## src/rtl/fdiv_pkg.sv

```systemverilog
package fdiv_pkg;

    typedef enum logic {
        DIV_BY_2 = 1'b0,
        DIV_BY_3 = 1'b1
    } ratio_e;

    typedef struct packed {
        logic [1:0] phase;   // input clocks elapsed in current output cycle
        logic       last;    // final input clock of current output cycle
    } presc_s;

    function automatic int unsigned long_count(int unsigned n_out, int unsigned n_in);
        return n_in - 2 * n_out;
    endfunction

    function automatic int unsigned short_count(int unsigned n_out, int unsigned n_in);
        return 3 * n_out - n_in;
    endfunction

    function automatic logic [1:0] final_phase(ratio_e r);
        return (r == DIV_BY_3) ? 2'd2 : 2'd1;
    endfunction

    function automatic logic [1:0] high_len(ratio_e r, bit duty);
        if (duty && r == DIV_BY_3) return 2'd2;
        return 2'd1;
    endfunction

endpackage

```

## src/rtl/fdiv_ctrl.sv

```systemverilog
module fdiv_ctrl
    import fdiv_pkg::*;
#(
    parameter int unsigned NUM_OUT    = 48,
    parameter int unsigned NUM_IN     = 125,
    parameter bit          MIN_JITTER = 1'b1
) (
    input  logic   clk,
    input  logic   rst,
    input  logic   adv,
    output ratio_e ratio
);
    localparam int unsigned N_LONG  = long_count(NUM_OUT, NUM_IN);
    localparam int unsigned N_SHORT = short_count(NUM_OUT, NUM_IN);
    localparam int unsigned ACC_W   = $clog2(NUM_OUT) + 1;
    localparam int unsigned SUM_W   = ACC_W + 1;

    generate
        if (MIN_JITTER) begin : g_spread
            logic [ACC_W-1:0] acc;
            logic [SUM_W-1:0] sum;

            always_comb begin
                sum   = SUM_W'(acc) + SUM_W'(N_LONG);
                ratio = (sum >= SUM_W'(NUM_OUT)) ? DIV_BY_3 : DIV_BY_2;
            end

            always_ff @(posedge clk) begin
                if (rst) begin
                    acc <= '0;
                end else if (adv) begin
                    if (ratio == DIV_BY_3) acc <= ACC_W'(sum - SUM_W'(NUM_OUT));
                    else                   acc <= ACC_W'(sum);
                end
            end

            AST_ACC_BOUND: assert property (@(posedge clk) disable iff (rst)
                acc < ACC_W'(NUM_OUT)) else $error("accumulator out of range");

            if (N_LONG >= N_SHORT) begin : g_no_pair
                AST_NO_DOUBLE_TWO: assert property (@(posedge clk) disable iff (rst)
                    (adv && ratio == DIV_BY_2) |=> (ratio == DIV_BY_3))
                    else $error("two short cycles in a row");
            end
        end else begin : g_grouped
            localparam int unsigned IDX_W = (NUM_OUT > 1) ? $clog2(NUM_OUT) : 1;
            logic [IDX_W-1:0] idx;

            always_comb ratio = (idx < IDX_W'(N_LONG)) ? DIV_BY_3 : DIV_BY_2;

            always_ff @(posedge clk) begin
                if (rst) begin
                    idx <= '0;
                end else if (adv) begin
                    idx <= (idx == IDX_W'(NUM_OUT - 1)) ? '0 : idx + 1'b1;
                end
            end

            AST_IDX_BOUND: assert property (@(posedge clk) disable iff (rst)
                idx < IDX_W'(NUM_OUT)) else $error("slot index out of range");
        end
    endgenerate

endmodule

```

## src/rtl/fdiv_presc.sv

```systemverilog
module fdiv_presc
    import fdiv_pkg::*;
(
    input  logic   clk,
    input  logic   rst,
    input  ratio_e ratio,
    output presc_s st
);
    logic [1:0] phase;

    always_comb begin
        st.phase = phase;
        st.last  = (phase == final_phase(ratio));
    end

    always_ff @(posedge clk) begin
        if (rst)          phase <= 2'd0;
        else if (st.last) phase <= 2'd0;
        else              phase <= phase + 2'd1;
    end

    AST_PHASE_LIMIT: assert property (@(posedge clk) disable iff (rst)
        phase <= final_phase(ratio)) else $error("prescaler overran ratio");

endmodule

```

## src/rtl/fdiv_shape.sv

```systemverilog
module fdiv_shape
    import fdiv_pkg::*;
#(
    parameter bit DUTY_FIX = 1'b0
) (
    input  logic   clk,
    input  logic   rst,
    input  ratio_e ratio,
    input  presc_s st,
    output logic   pulse_o,
    output logic   clk_div_o
);
    logic high_now;

    always_comb high_now = (st.phase < high_len(ratio, DUTY_FIX));

    always_ff @(posedge clk) begin
        if (rst) begin
            pulse_o   <= 1'b0;
            clk_div_o <= 1'b0;
        end else begin
            pulse_o   <= st.last;
            clk_div_o <= high_now;
        end
    end

    AST_PULSE_SINGLE: assert property (@(posedge clk) disable iff (rst)
        pulse_o |=> !pulse_o) else $error("pulse wider than one clock");

    AST_RESET_QUIET: assert property (@(posedge clk)
        rst |=> (!pulse_o && !clk_div_o)) else $error("output active in reset");

endmodule

```

## src/rtl/fdiv_top.sv

```systemverilog
module fdiv_top
    import fdiv_pkg::*;
#(
    parameter int unsigned NUM_OUT    = 48,
    parameter int unsigned NUM_IN     = 125,
    parameter bit          MIN_JITTER = 1'b1,
    parameter bit          DUTY_FIX   = 1'b0
) (
    input  logic clk,
    input  logic rst,
    output logic pulse_o,
    output logic clk_div_o
);
    ratio_e ratio;
    presc_s st;

    fdiv_ctrl #(
        .NUM_OUT   (NUM_OUT),
        .NUM_IN    (NUM_IN),
        .MIN_JITTER(MIN_JITTER)
    ) u_ctrl (
        .clk  (clk),
        .rst  (rst),
        .adv  (st.last),
        .ratio(ratio)
    );

    fdiv_presc u_presc (
        .clk  (clk),
        .rst  (rst),
        .ratio(ratio),
        .st   (st)
    );

    fdiv_shape #(
        .DUTY_FIX(DUTY_FIX)
    ) u_shape (
        .clk      (clk),
        .rst      (rst),
        .ratio    (ratio),
        .st       (st),
        .pulse_o  (pulse_o),
        .clk_div_o(clk_div_o)
    );

    // Frame watch: pulses seen over each NUM_IN-clock window since reset
    localparam int unsigned MW = $clog2(NUM_IN);
    localparam int unsigned PW = $clog2(NUM_OUT + 1) + 1;
    logic [MW-1:0] win_pos;
    logic [PW-1:0] win_cnt;
    logic          win_live;

    always_ff @(posedge clk) begin
        if (rst) begin
            win_pos  <= '0;
            win_cnt  <= '0;
            win_live <= 1'b0;
        end else begin
            win_live <= 1'b1;
            win_pos  <= (win_pos == MW'(NUM_IN - 1)) ? '0 : win_pos + 1'b1;
            win_cnt  <= (win_pos == '0) ? '0 : win_cnt + PW'(pulse_o);
        end
    end

    AST_FRAME_COUNT: assert property (@(posedge clk) disable iff (rst)
        (win_pos == '0 && win_live) |-> ((win_cnt + PW'(pulse_o)) == PW'(NUM_OUT)))
        else $error("frame pulse count wrong");

endmodule

```

## config.mk

```make
export PLATFORM = sky130hd
export DESIGN_NAME = fdiv_top
export DESIGN_NICKNAME = d
export VERILOG_FILES = /design/src/rtl/fdiv_pkg.sv /design/src/rtl/fdiv_ctrl.sv /design/src/rtl/fdiv_presc.sv /design/src/rtl/fdiv_shape.sv /design/src/rtl/fdiv_top.sv
export SDC_FILE = /design/constraint.sdc
export NUM_CORES = 1
export LEC_CHECK = 0
export BUFFER_PORTS_ARGS = -buffer_cell sky130_fd_sc_hd__buf_2
export CORE_MARGIN = 10
export CORE_UTILIZATION = 34
export CTS_BUF_LIST = sky130_fd_sc_hd__clkbuf_2 sky130_fd_sc_hd__clkbuf_4 sky130_fd_sc_hd__clkbuf_8
export CTS_CLUSTER_SIZE = 40
export DETAILED_ROUTE_END_ITERATION = 12
export PLACE_DENSITY = 0.45
export SYNTH_ARGS = -nofsm -noshare
export SYNTH_HDL_FRONTEND = slang
export SYNTH_SLANG_ARGS = --single-unit
```

## constraint.sdc

```tcl
create_clock -name clk -period 5.7 [get_ports clk]
set_input_delay 0 -clock clk [delete_from_list [all_inputs] [get_ports clk]]
set_output_delay 0 -clock clk [all_outputs]
set_load 0.02 [all_outputs]
```

==> results.toml, run 1 <==
[timing]
slew_violations = 0
fmax_ghz = 0.352
setup_violations = 0
worst_slew_pin_slew_ps = 574
fin_crit_sh = 0.499
rsz0062_at_grt = "no"
skew_ps = 0.654
relSlewSlack = 0.613
hold_violations = 0
period_minus_slack_ps = 2840
final.setup.tns_ps = 0

[worst_hold_path]
min_from = "rst"
worstHoldPathCells = 2
hold_class = "primary input to flop"
hold_path_end = "u_ctrl.g_spread.acc[1]$_SDFFE_PP0N_"

[critical_path]
cpMostUsedCell = "ha_1"
worstSetupStartpoint = "u_ctrl.g_spread.acc[0]$_SDFFE_PP0N_"
ff2ff_path_depth = 9
rrSetupSlack_ps = 2860
endpoint_kind = "flop"
path_cells = "ha_1 -> nor3_1 -> xor2_1 -> ha_1 -> and2b_4 -> a32oi_4 -> mux2i_4 -> mux2i_1 -> nor2_1"
path_class = "flop to flop"
r2r-end = "u_ctrl.g_spread.acc[1]$_SDFFE_PP0N_"
critPathMaxFanout = 8
crit_required_ps = 5860
cp_top_family = "multiplexers"
arrival_ps = 3010
r2r-start = "u_ctrl.g_spread.acc[0]$_SDFFE_PP0N_"
start_kind = "flop"
critPathBufInv = 0
cpPeakStageDelay_ps = 410
crit_path_top_delay_cell = "mux2i_4"

[floorplan]
start_util = 0.363
num_rows = 16
die_w_um = 66.2
io_pins = 4
die-area_um2 = 4390
fp.dieH_um = 66.2
coreArea_um2 = 2000

[synthesis]
syn_inst = 79
syn_nets = 85
synth_area_per_cell_um2 = 9.20
synth-seq-cells = 11
ys_types = 34
yosysWarnings = 0
synth_area_um2 = 727
synth_seq_area_share = 0.303

[finish]
fin_nets = 89
most-common-layout-cells = "dfxtp_1 (11), nor2_1 (8), o21ai_0 (7), ha_1 (4), clkbuf_4 (4)"
final_common_cell = "dfxtp_1"
drive_above_1_share = 0.183
final_area_um2 = 790
syn_to_final_growth_pct = 8.61
n_antenna_cell = 0

[clocking]
cts_max_path_buffers = 2
cts.sinks = 11
cts-buffers-inserted = 3
cts.repair.resized = 0
clkLatencyLatePin_ps = 270
post_cts_buffers = 0
h-tree-depth = 1
hold_buffers = 0
path_clk_slew_ps = 70
cts_tree = "done"
root_buffer = "clkbuf_4"

[detailed_routing]
finalWirelength_um = 1370
viasPerCell = 4.97
drt-pass1-iter-count = 4
highest_layer = "met4"
wl_met3_um = 74
route.met2.wl_um = 499
drt-initial-drc-count = 15
wl_per_cell_um = 12.5
wl_met1_um = 762
vias = 542
antenna_left = 0
drc = 0

[global_routing]
grt_max_degree = 12
grt-ovfl-total = 0
grt_pass1_vias = 488
grt_util_all_layers = 0.0687
antenna_found_initial = 0
grt_pass1_wl_um = 2330

[placed_design]
place_hpwl_um = 979
portBuffers = 3
globalplace.congestion = 0.723
placed_area_um2 = 759

[status]
status = "completed"

[job]
cap_violations = 0
## worst max-delay path by stage
stage	slack, ps	cells after the start	end
final	2860	9	u_ctrl.g_spread.acc[1]$_SDFFE_PP0N_
after global routing	2670	8	u_ctrl.g_spread.acc[1]$_SDFFE_PP0N_
after CTS	2840	9	u_ctrl.g_spread.acc[1]$_SDFFE_PP0N_
after detailed placement	2860	9	u_ctrl.g_spread.acc[1]$_SDFFE_PP0N_
after global placement	2930	8	u_ctrl.g_spread.acc[1]$_SDFFE_PP0N_
after floorplan	3160	8	u_ctrl.g_spread.acc[1]$_SDFFE_PP0N_
## Yosys cell counts
library cell | count | area share
a2111oi_4 | 1 | 0.038
a211oi_1 | 2 | 0.021
a21o_2 | 1 | 0.012
a21oi_1 | 3 | 0.021
a22o_1 | 1 | 0.012
a22oi_1 | 1 | 0.010
a31o_2 | 1 | 0.012
a31oi_1 | 2 | 0.017
a32oi_4 | 1 | 0.038
and2_1 | 2 | 0.017
and2b_1 | 1 | 0.010
and2b_4 | 1 | 0.014
and3b_1 | 1 | 0.012
clkbuf_1 | 3 | 0.015
clkbuf_2 | 1 | 0.0069
dfxtp_1 | 11 | 0.30
ha_1 | 4 | 0.069
inv_1 | 3 | 0.015
mux2_2 | 1 | 0.015
mux2i_1 | 3 | 0.041
mux2i_4 | 1 | 0.031
nand2_1 | 3 | 0.015
nand2b_1 | 1 | 0.0086
nand3_1 | 3 | 0.021
nor2_1 | 8 | 0.041
nor2b_1 | 2 | 0.017
nor3_1 | 1 | 0.0069
nor4_1 | 1 | 0.0086
o21ai_0 | 7 | 0.048
o41ai_2 | 1 | 0.022
or3_1 | 2 | 0.017
or4b_1 | 1 | 0.014
xnor2_1 | 2 | 0.024
xor2_1 | 2 | 0.024
## metrics by stage
step / utilization / hold WS, ps / worst slack (ps) / instances
floorplan: - / 199 / 3160 / 79
finish: 0.394 / 40.8 / 2860 / 109
global route: 0.394 / 48.7 / 2670 / 109
global placement: 0.379 / 319 / 2930 / 105
detailed placement: 0.379 / 326 / 2860 / 105
CTS: 0.394 / 38.9 / 2840 / 109
## kinds of logic after synthesis
group,synth area share
AND/OR/NAND/NOR,0.203
AO/OA/AOI/OAI,0.251
flip-flops,0.303
buffers and inverters,0.0379
multiplexers,0.0878
XOR/XNOR,0.0482
adder cells (fa/ha/maj),0.0688
## final cells by class
| class | instances | area [um2] |
|---|---|---|
| clock buffers | 4 | 30.0 |
| fillers | 205 | 1210 |
| inverters | 3 | 11.3 |
| multi-input cells | 61 | 479 |
| flip-flops and latches | 11 | 220 |
| well taps | 27 | 33.8 |
| repair buffers | 3 | 15.0 |
## per-layer routing
metal	vias to the layer above	GRT usage
li1	290	-
met1	240	0.0959
met2	8	0.0837
met3	4	0.0271
met4	0	0.0393
met5	-	0
## flip-flops by register name, indices dropped and copies added (netlist names)
| name | cells |
|---|---|
| u_ctrl.g_spread.acc | 7 |
| u_presc.phase | 2 |
| u_shape.clk_div_o | 1 |
| u_shape.pulse_o | 1 |
## worst reg2reg max path, cell delays in order (launching register included)
cell     delay, ps
dfxtp_1        380
ha_1           310
nor3_1         300
xor2_1         190
ha_1           270
and2b_4        220
a32oi_4        390
mux2i_4        420
mux2i_1        220
nor2_1          50
Power of run 1 is not shown: default switching activity piles up to over one toggle a cycle in this logic, so the estimate is an artifact.
==> run 2, diff against run 1 <==
- PLACE_DENSITY: 0.45 -> 0.47
- clock period: 5.7 -> 2.3 ns (I/O delays scaled with it)
==> run 2 against run 1 <==
Effect of this change: die area unchanged; sequential share of layout area decreased by 3.6 points; utilization increased by 7.6 points; final cell count increased by 14%; register-to-register slack got worse by 2900 ps; flip-flop and latch count unchanged; wire length increased by 9.7%; non-clock buffer count increased by 15; via count increased by 14%; critical endpoint unchanged.
==> results.toml, run 2 (same netlist as run 1, synthesis figures left out) <==
[placed_design]
portBuffers = 3
pre_cts_slack_ps = -49.9
place_hpwl_um = 1160
dp.cells = 118
globalplace.congestion = 0.729

[clocking]
cts-buffers-inserted = 3
cts_max_path_buffers = 2
hold_buffers = 0
root_buffer = "clkbuf_4"
cts_tree = "done"
cts.sinks = 11
path_clk_slew_ps = 70
h-tree-depth = 1
clkLatencyLatePin_ps = 270

[critical_path]
cp_top_family = "compound AO/OA/AOI/OAI gates"
path_class = "flop to flop"
crit_path_top_delay_cell = "a2111oi_4"
cpPeakStageDelay_ps = 400
crit_required_ps = 2470
critPathMaxFanout = 7
endpoint_kind = "flop"
critPathBufInv = 0
start_kind = "flop"
arrival_ps = 2470
path_cells = "a2111oi_4 -> xnor2_1 -> ha_2 -> and2b_4 -> a32oi_4 -> mux2i_4 -> mux2i_1 -> nor2_1"

[detailed_routing]
antenna_left = 0
wl_met1_um = 763
vias = 619
finalWirelength_um = 1500
drc = 0
drt-pass1-iter-count = 5
wl_per_cell_um = 12.1
wl_met3_um = 35
viasPerCell = 4.99
route.met2.wl_um = 658
drt-initial-drc-count = 9
highest_layer = "met4"

[timing]
period_minus_slack_ps = 2300
setup_violations = 0
fmax_ghz = 0.435
fin_crit_sh = 1.00
rsz0062_at_grt = "yes"
worst_slew_pin_slew_ps = 317
slew_violations = 0
skew_ps = 4.38
hold_violations = 0
relSlewSlack = 0.789
worst_slack_ps = 0.297

[job]
cap_violations = 0

[global_routing]
grt-ovfl-total = 0
antenna_found_initial = 0
grt_pass1_wl_um = 2770
grt_max_degree = 12
grt_pass1_vias = 621
grt_util_all_layers = 0.0802

[floorplan]
coreArea_um2 = 2000
die_w_um = 66.2
fp.dieH_um = 66.2
start_util = 0.363
num_rows = 16
die-area_um2 = 4390
io_pins = 4

[finish]
fill_cells = 208
most-common-layout-cells = "buf_4 (14), dfxtp_1 (8), nor2_1 (7), o21ai_0 (6)"
final_common_cell = "buf_4"
stdcell_count = 124
reg.largest.list = "u_ctrl.g_spread.acc x7, u_presc.phase x2"
n_antenna_cell = 0
largest_reg_flops = 7
largest_register = "u_ctrl.g_spread.acc"
drive_above_1_share = 0.381
syn_to_final_growth_pct = 29.4
fin_nets = 104

[worst_hold_path]
hold_class = "primary input to flop"

[status]
status = "completed"
[run 2: cell count changes in the layout (fill, tap and decap cells not counted), moves of 2 or more]
cell and delta:
dfxtp_4 +2, buf_4 +14, ha_1 -2, dfxtp_1 -3
[run 2: metrics by stage]
stage / setup TNS, ps / instance area [um2] / hold WS (ps) / util
after detailed placement: -49.9 / 867 / 316 / 0.433
after global placement: 0 / 867 / 315 / 0.433
after floorplan: -705 / 737 / 199 / -
after CTS: -5.12 / 932 / 17.2 / 0.466
after global routing: -617 / 941 / 20.1 / 0.470
final: 0 / 941 / 16.2 / 0.470
[run 2: cell type report]
class / instances / area [um2] / area share
repair buffers: 18 / 131 / 0.140
inverters: 3 / 11.3 / 0.0120
clock inverters: 1 / 5.00 / 0.00532
multi-input cells: 61 / 508 / 0.540
clock buffers: 3 / 22.5 / 0.0239
well taps: 27 / 33.8 / 0.0359
flip-flops and latches: 11 / 229 / 0.243
[run 2: worst reg2reg max path, delay by kind of cell, from the launching register on]
family	cells	cell delay [ps]
AO/OA/AOI/OAI	2	630
XOR/XNOR	1	170
flip-flops	1	370
AND/OR/NAND/NOR	2	240
multiplexers	2	580
adder cells (fa/ha/maj)	1	200
[run 2: timing repair]
action,in CTS,in global routing
cloned,0,0
buffers inserted,2,0
resized for setup,5,4
setup endpoints to repair,5,8
pin swaps,3,7
[run 2: metal layers]
metal | global-route usage | vias up
met5 | 0 | -
met4 | 0.0471 | 0
met3 | 0.0254 | 5
met2 | 0.117 | 10
met1 | 0.0995 | 283
li1 | - | 321
[run 2: worst paths after layout]
| path | from | to | slack [ps] | cells after the start |
|---|---|---|---|---|
| min | rst | u_ctrl.g_spread.acc[2]$_SDFFE_PP0N_ | 20 | 2 |
| min reg2reg | u_presc.phase[0]$_SDFF_PP0_ | u_presc.phase[0]$_SDFF_PP0_ | 590 | 1 |
| max | u_ctrl.g_spread.acc[1]$_SDFFE_PP0N_ | u_ctrl.g_spread.acc[1]$_SDFFE_PP0N_ | 0.3 | 8 |
| max reg2reg | u_ctrl.g_spread.acc[1]$_SDFFE_PP0N_ | u_ctrl.g_spread.acc[1]$_SDFFE_PP0N_ | 0.3 | 8 |
Power of run 2 is left out for the same reason.
==> run 3, diff against run 2 <==
- SETUP_SLACK_MARGIN: not set -> 0.1
==> run 3 against run 2 <==
Effect of this change: via count is 0.65% lower; cell area is 0.80% higher; flip-flop and latch count stayed put; final cell count is 0.81% higher; die area stayed put; first-iteration DRC count is 44% higher.
==> results.toml, run 3 (same netlist as run 1, synthesis figures left out) <==
[finish]
reg.largest.list = "u_ctrl.g_spread.acc x7, u_presc.phase x2"
ff_latch_area_um2 = 225
most-common-layout-cells = "buf_4 (16), nor2_1 (7), dfxtp_1 (7), o21ai_0 (6)"
largest_reg_flops = 7
final_area_um2 = 948
syn_to_final_growth_pct = 30.5
drive_above_1_share = 0.398
stdcell_count = 125
fill_cells = 199
multi_input_area_um2 = 513
final_common_cell = "buf_4"
fin_nets = 105
largest_register = "u_ctrl.g_spread.acc"
n_antenna_cell = 0

[critical_path]
arrival_ps = 2400
crit_required_ps = 2450
rrSetupSlack_ps = 50
start_kind = "flop"
endpoint_kind = "flop"
r2r-end = "u_ctrl.g_spread.acc[1]$_SDFFE_PP0N_"
ff2ff_path_depth = 8
r2r-start = "u_ctrl.g_spread.acc[1]$_SDFFE_PP0N_"
path_class = "flop to flop"
critPathMaxFanout = 8

[floorplan]
start_util = 0.363
coreArea_um2 = 2000
die-area_um2 = 4390
die_w_um = 66.2
num_rows = 16
io_pins = 4
fp.dieH_um = 66.2

[timing]
setup_violations = 0
fin_crit_sh = 0.978
relSlewSlack = 0.808
slew_violations = 0
worst_slew_pin_slew_ps = 282
rsz0062_at_grt = "yes"
fmax_ghz = 0.445
holdWs_ps = 45.9
period_minus_slack_ps = 2250
worst_slack_ps = 51.2
hold_violations = 0
skew_ps = 2.35

[clocking]
cts-buffers-inserted = 3
clkLatencyLatePin_ps = 260
cts_max_path_buffers = 2
hold_buffers = 0
cts_tree = "done"
path_clk_slew_ps = 60
h-tree-depth = 1
cts.sinks = 11
root_buffer = "clkbuf_4"

[detailed_routing]
wl_per_cell_um = 12.2
drc = 0
viasPerCell = 4.92
drt-pass1-iter-count = 4
drt-initial-drc-count = 13
vias = 615
antenna_left = 0
finalWirelength_um = 1530

[placed_design]
dp.cells = 118
placed_area_um2 = 867
portBuffers = 3
globalplace.congestion = 0.788
place_hpwl_um = 1130
pre_cts_slack_ps = -17.1

[job]
cap_violations = 0

[global_routing]
grt_util_all_layers = 0.0775
grt-ovfl-total = 0
grt_pass1_vias = 598
grt_pass1_wl_um = 2680
grt_max_degree = 12
antenna_found_initial = 0

[worst_hold_path]
hold_path_end = "u_ctrl.g_spread.acc[3]$_SDFFE_PP0N_"
min_from = "rst"
worstHoldPathCells = 2
hold_class = "primary input to flop"

[status]
status = "completed"
[run 3: worst max path at each step]
stage / start / end / depth (start not counted)
after floorplan: u_ctrl.g_spread.acc[0]$_SDFFE_PP0N_ / u_ctrl.g_spread.acc[1]$_SDFFE_PP0N_ / 8
after global placement: u_ctrl.g_spread.acc[1]$_SDFFE_PP0N_ / u_ctrl.g_spread.acc[1]$_SDFFE_PP0N_ / 9
after detailed placement: u_ctrl.g_spread.acc[1]$_SDFFE_PP0N_ / u_ctrl.g_spread.acc[1]$_SDFFE_PP0N_ / 9
after CTS: u_ctrl.g_spread.acc[0]$_SDFFE_PP0N_ / u_ctrl.g_spread.acc[1]$_SDFFE_PP0N_ / 9
after global routing: u_ctrl.g_spread.acc[1]$_SDFFE_PP0N_ / u_ctrl.g_spread.acc[1]$_SDFFE_PP0N_ / 8
final: u_ctrl.g_spread.acc[1]$_SDFFE_PP0N_ / u_ctrl.g_spread.acc[1]$_SDFFE_PP0N_ / 8
[run 3: area by class of cell]
class,count,share of cell area
clock buffer,4,0.0317
sequential,11,0.237
tap,27,0.0356
inverter,3,0.0119
multi-input combinational,61,0.541
timing repair buffer,19,0.142
[run 3: repair_timing]
| item | CTS | global route |
|---|---|---|
| endpoints found under the setup margin | 7 | 8 |
| endpoints found under the hold margin | 0 | 0 |
| buffers inserted | 2 | 1 |
| pin swaps | 3 | 4 |
| gates resized for setup | 5 | 3 |
[run 3: worst max-delay path, cell delays in order, from the launching register on]
cell and delay [ps]:
dfxtp_2 360, a2111oi_4 380, xnor2_1 160, ha_2 190
and2b_4 190, a32oi_4 210, mux2i_4 380, mux2i_1 220
nor2_1 50
[run 3: per-stage QoR]
| step | TNS [ps] | utilization |
|---|---|---|
| 4_1_cts | 0 | 0.467 |
| 2_1_floorplan | -705 | - |
| 3_3_place_gp | 0 | 0.433 |
| 6_report | 0 | 0.474 |
| 3_5_place_dp | -17.1 | 0.433 |
| 5_1_grt | -210 | 0.474 |
[run 3: layer usage]
layer,up-vias,GRT usage,part of all wire
met4,0,0.0471,0.0085
met5,-,0,0
met3,2,0.0153,0.018
met1,283,0.0957,0.51
met2,4,0.120,0.46
li1,326,-,-
Power of run 3 is left out for the same reason.
